File: config.mk
export PLATFORM = sky130hd
export DESIGN_NAME = adc_trig_ctrl
export DESIGN_NICKNAME = d
export VERILOG_FILES = /design/src/rtl/adc_trig_ctrl.sv
export SDC_FILE = /design/constraint.sdc
export NUM_CORES = 1
export LEC_CHECK = 0
export ABC_AREA = 1
export CAP_MARGIN = 20
export CORE_MARGIN = 5
export CORE_UTILIZATION = 45
export DETAILED_ROUTE_END_ITERATION = 6
export HOLD_SLACK_MARGIN = 0.06
export PLACE_DENSITY_LB_ADDON = 0.15
export SETUP_SLACK_MARGIN = 0.05
export SLEW_MARGIN = 15
export SYNTH_ARGS = -nofsm -noshare
export SYNTH_HDL_FRONTEND = slang
export SYNTH_SLANG_ARGS = --single-unit
File: constraint.sdc
create_clock -name clk -period 2.1 [get_ports clk]
set_input_delay 0.21 -clock clk [delete_from_list [all_inputs] [get_ports clk]]
set_output_delay 0.21 -clock clk [all_outputs]
set_load 0.02 [all_outputs]
File: src/rtl/adc_trig_ctrl.sv
module adc_trig_ctrl #(
  parameter int RES_W = 12,
  parameter int DLY_W = 8
) (
  input  logic             clk,
  input  logic             rst_n,
  input  logic             en,
  input  logic             hw_trig_en,
  input  logic [1:0]       trig_src,
  input  logic [1:0]       trig_type,
  input  logic [DLY_W-1:0] trig_dly,
  input  logic             ie,
  input  logic             sw_start,
  input  logic             flag_clr,
  input  logic [2:0]       pwm_lvl,
  input  logic [2:0]       pwm_ctr,
  input  logic [2:0]       pwm_end,
  input  logic             ext_start_pin,
  input  logic             core_done,
  input  logic [RES_W-1:0] core_data,
  output logic             core_start,
  output logic             busy,
  output logic             flag,
  output logic             irq,
  output logic [7:0]       res_hi,
  output logic [RES_W-9:0] res_lo
);
  localparam int LO_W = RES_W - 8;

  typedef enum logic [1:0] {S_IDLE, S_WAIT, S_CONV} state_t;
  state_t state;

  logic [DLY_W-1:0] cnt;
  logic [1:0] pin_sync;
  logic [3:0] lvl, lvl_q, ctr_v, end_v;
  logic cur, prv, hw_evt, sw_req, hw_req, done_evt;

  assign lvl   = {pin_sync[1], pwm_lvl};
  assign ctr_v = {1'b0, pwm_ctr};
  assign end_v = {1'b0, pwm_end};
  assign cur   = lvl[trig_src];
  assign prv   = lvl_q[trig_src];

  always_comb begin
    case (trig_type)
      2'b00:   hw_evt = prv & ~cur;
      2'b01:   hw_evt = cur & ~prv;
      2'b10:   hw_evt = ctr_v[trig_src];
      default: hw_evt = end_v[trig_src];
    endcase
  end

  assign sw_req     = en & sw_start;
  assign hw_req     = en & hw_trig_en & hw_evt;
  assign done_evt   = en & (state == S_CONV) & core_done;
  assign busy       = (state != S_IDLE);
  assign core_start = (state == S_WAIT) && (cnt == '0);
  assign irq        = flag & ie;

  always_ff @(posedge clk or negedge rst_n) begin
    if (!rst_n) begin
      pin_sync <= '0;
      lvl_q    <= '0;
    end else begin
      pin_sync <= {pin_sync[0], ext_start_pin};
      lvl_q    <= lvl;
    end
  end

  always_ff @(posedge clk or negedge rst_n) begin
    if (!rst_n) begin
      state <= S_IDLE;
      cnt   <= '0;
    end else if (!en) begin
      state <= S_IDLE;
      cnt   <= '0;
    end else begin
      case (state)
        S_IDLE: begin
          if (sw_req) begin
            state <= S_WAIT;
            cnt   <= '0;
          end else if (hw_req) begin
            state <= S_WAIT;
            cnt   <= trig_dly;
          end
        end
        S_WAIT: begin
          if (cnt == '0) state <= S_CONV;
          else           cnt   <= cnt - 1'b1;
        end
        S_CONV:  if (core_done) state <= S_IDLE;
        default: state <= S_IDLE;
      endcase
    end
  end

  always_ff @(posedge clk or negedge rst_n) begin
    if (!rst_n) begin
      flag   <= 1'b0;
      res_hi <= '0;
      res_lo <= '0;
    end else if (done_evt) begin
      flag   <= 1'b1;
      res_hi <= core_data[RES_W-1 -: 8];
      res_lo <= core_data[LO_W-1:0];
    end else if (flag_clr) begin
      flag <= 1'b0;
    end
  end
endmodule

* After elaboration in Yosys (flattened, before gate mapping)
Cells that the tools add are included.
Word-level totals: bits in registers 29, input bits 42, output and inout bits 16, logic and storage cells 58
Operators by class: add/sub/neg operators 1, magnitude comparators 1, equality and inequality tests 9, multiplexer cells 22, bitwise logic cells 10, reduce and logical (&&, ||, !) cells 8
Operators with widths (count):
- $mux W8 | 4
- $pmux W8 S2 | 1
- $mux W2 | 5
- $and A1 B1 Y1 | 8
- $bmux W1 S2 | 4
- $logic_not A8 Y1 | 1
- $sub A8 B1 Y8 const B | 1
- $mux W1 | 6
- $ne A3 B3 Y1 const B | 2
- $pmux W2 S3 | 1
- $reduce_and A3 Y1 | 2
- $eq A2 B1 Y1 const B | 2
- $eq A2 B2 Y1 const B | 2
- $logic_not A2 Y1 | 2
- $ne A4 B4 Y1 const B | 1
- $reduce_bool A2 Y1 | 2
- $lt A2 B3 Y1 const B | 1
- $ne A3 B1 Y1 const B | 1
- $ne A3 B2 Y1 const B | 1
- $pmux W1 S3 | 1
- $not A1 Y1 | 2
- $logic_and A1 B1 Y1 | 1

* Logic depth before layout (Yosys ltp)
word-level depth 10, depth in mapped cells 13, gate-level depth less buffers 12

* Worst setup path after synthesis
No wires, ideal clock.
path kind register to output, from register cnt[6], to output core_start, arrival 1182 ps, required time 1890 ps, slack 708 ps, cell stages (with the launch flop) 6, buffers on the path 0, path through dfrtp_1 or2_1 inv_1 and3_4 inv_1 nor2_1
On the way: longest elaborated chain between the ends 2
Ends and longest elaborated chain:
- start: declaration | RTL line 33 | logic [DLY_W-1:0] cnt;
- start signal: assignment | RTL line 85 | cnt <= trig_dly;
- start signal: assignment | RTL line 90 | else cnt <= cnt - 1'b1;
- $logic_not A8 Y1 | RTL line 57 | assign core_start = (state == S_WAIT) && (cnt == '0);
- $logic_and A1 B1 Y1 | RTL line 57
- end: declaration | RTL line 21 | output logic core_start,
Every way passes these cells.

* Worst setup path after layout
from register cnt[3], to output core_start
Same word-level chain as after synthesis.

==> impl_metrics.tcl <==
set metrics [dict create \
    synth_edf_count 0 \
    die_area_um2 5190 \
    tightestPinTransition_ns 0.366 \
    synthFlopType "dfrtp_1" \
    synth_seq_cells 29 \
    clock-sinks 29 \
    leakage_uw 0.00125 \
    r2r_cells 7 \
    startpoint "cnt[3]" \
    io_pins 58 \
    crit_path_end_kind "primary output" \
    drt-pass1-iter-count 4 \
    ys_top_cells_by_area "dfrtp_1 (42%), nand2_1 (13%), nand3_1 (7.2%)" \
    clkTransAtPathRegs_ns 0.07 \
    dieWidth_um 72.0 \
    dp.cells 313 \
    max_cap_violations 0 \
    dr_total_vias 1543 \
    cp_max_fo 5 \
    vias_per_cell 4.81 \
    finClkSkew_ns 0.00302 \
    grt_remaining_overflow 0 \
    synthArstFlopShare_pct 100 \
    rsz0062_at_grt "no" \
    syn2layout_area_growth_pct 42.4 \
    drive_above_1_share_pct 15.8 \
    fmax_mhz 523 \
    detail_route.wl_per_cell_um 12.8 \
    grt_pass1_vias 1535 \
    syn_area_um2 1730 \
    finalNonFillerCells 321 \
    gp_congestion 0.844 \
    hold_viol 0 \
    ir_worst_vdd_uv 741 \
    insertion_delay_ns 0.28 \
    final_nets 316 \
    critPathArrivalTime_ns 1.70 \
    slew_violations 0 \
    drtAntennaViolNets 0 \
    htreeDepth 2 \
    power.total_uw 2940 \
    drc 0 \
    core_um2 3690 \
    wirelength_um 4110 \
    cts_tree "built" \
    cts_hold_buf 0 \
    cts_inserted_buffers 5 \
    setup_viol 0 \
    rrSetupSlack_ns 0.56 \
    synth.distinct_cells 26 \
    min_path_type "primary input to async pin" \
    synthMostInstantiatedCell "nand2_1" \
    cp.required_ns 1.89 \
    powerDensity_nw_per_um2 1190 \
    timing_worst_setup_path_type "register to primary output" \
    grt_max_degree 30 \
    drt_iter0_markers 81 \
    yosys.area.top_type "dfrtp_1" \
    grt_pass1_wl_um 6840 \
    setup_tns_ns 0 \
    cts-root-buf "clkbuf_8" \
    ys_seq_area_share_pct 41.9 \
    crit_path_end "core_start" \
    period_needed_ns 1.91 \
    synth_top_area_share_pct 41.9 \
    num_rows 22 \
    avgSynthCellArea_um2 8.32 \
    ys_top_cells_by_count "nand2_1 (59), dfrtp_1 (29), inv_1 (25), nand3_1 (25), nor2_1 (14)" \
    cts.path.max_buffers 2 \
    io_buffer_count 57 \
    synthesis.instances 208 \
    critPathLaunchType "register" \
    syn_nets 252 \
    die_height_um 72.0 \
    yosysWarnings 0 \
    final_core_util_pct 66.8 \
    r2r-end "cnt[6]" \
    insertedDiodeCount 0 \
    initial_core_util_pct 46.9 \
    status "completed" \
    whs_ns 0.304 \
    reg2reg_from "cnt[0]" \
    period_share_pct 91.1 \
    track_usage_pct 16.8 \
    antenna_found_initial 0 \
    dp_hpwl_um 3000 \
    relSlewSlack_pct 75.6 \
]
-- worst min path at each step --
| stage | slack [ns] | end | startpoint | cells after the start |
|---|---|---|---|---|
| 2_1_floorplan | -0.09 | cnt[0] | rst_n | 0 |
| 3_3_place_gp | 0.33 | pin_sync[1] | pin_sync[0] | 0 |
| 3_5_place_dp | 0.35 | pin_sync[1] | pin_sync[0] | 0 |
| 4_1_cts | 0.31 | res_lo[2] | rst_n | 2 |
| 5_1_grt | 0.33 | res_lo[2] | rst_n | 2 |
| 6_report | 0.30 | res_lo[2] | rst_n | 2 |
-- cells in the final DEF, fill, tap and decap left out, drive strengths merged, types with 4 or more instances in the layout --
cell,synthesis,final
a21oi,4,4
buf,4,4
clkbuf,0,6
clkdlybuf4s50,0,56
dfrtp,29,29
inv,28,28
mux2,12,12
nand2,68,68
nand3,27,27
nor2,16,16
o21ai,9,9
-- area by class of cell --
| type | count | area [um^2] |
|---|---|---|
| Clock buffer | 6 | 82.6 |
| Clock inverter | 2 | 37.5 |
| Fill cell | 320 | 1220 |
| Inverter | 28 | 113 |
| Multi-Input combinational cell | 147 | 847 |
| Sequential cell | 29 | 726 |
| Tap cell | 48 | 60.1 |
| Timing Repair Buffer | 61 | 599 |
-- registers in the layout, summed over array words and instances, names as in the netlist --
signal	cells
lvl_q	4
res_hi	8
flag	1
pin_sync	2
res_lo	4
state	2
cnt	8
-- report_power, final --
part | switching [uW] | total [uW] | internal, uW
Combinational | 762 | 1430 | 665
Clock | 231 | 616 | 386
Sequential | 132 | 894 | 762
Total | 1130 | 2940 | 1810
-- routing by layer --
metal	track usage, %	share of wire (%)	up-vias
met4	5.64	0.56	0
met2	26.6	48	57
met5	0	0	-
met1	21.1	41	699
li1	-	-	785
met3	6.37	10	2
-- logic make-up (layout without fill, tap and decap cells) --
kind of cell             Yosys count  count (layout)  share of synthesized area (%)
buffers and inverters             32              97                           9.11
AO/OA/AOI/OAI                     17              17                           6.43
adder cells (fa/ha/maj)            2               2                           1.45
flip-flops                        29              29                           41.9
multiplexers                      12              12                           9.33
AND/OR/NAND/NOR                  115             115                           31.2
XOR/XNOR                           1               1                          0.506
-- timing repair --
action / in CTS / in global routing
setup endpoints to repair: 1 / 0
resized for setup: 1 / 0
buffers inserted: 0 / 0
-- worst max-delay path, stage by stage (launching register included) --
cell and delay, ns:
dfrtp_1 0.42, inv_1 0.10, nand2_2 0.07, nor2_1 0.15, and3_4 0.23, inv_1 0.04, nor2_1 0.08, dlygate4sd2_1 0.34
-- through the flow --
| stage | setup slack (ns) | instance area, um^2 |
|---|---|---|
| 6_report | 0.188 | 2460 |
| 5_1_grt | 0.0549 | 2460 |
| 4_1_cts | 0.178 | 2460 |
| 3_5_place_dp | 0.230 | 2350 |
| 3_3_place_gp | 0.255 | 2350 |
| 2_1_floorplan | 0.708 | 1730 |
(Power assumes the default switching activity.)
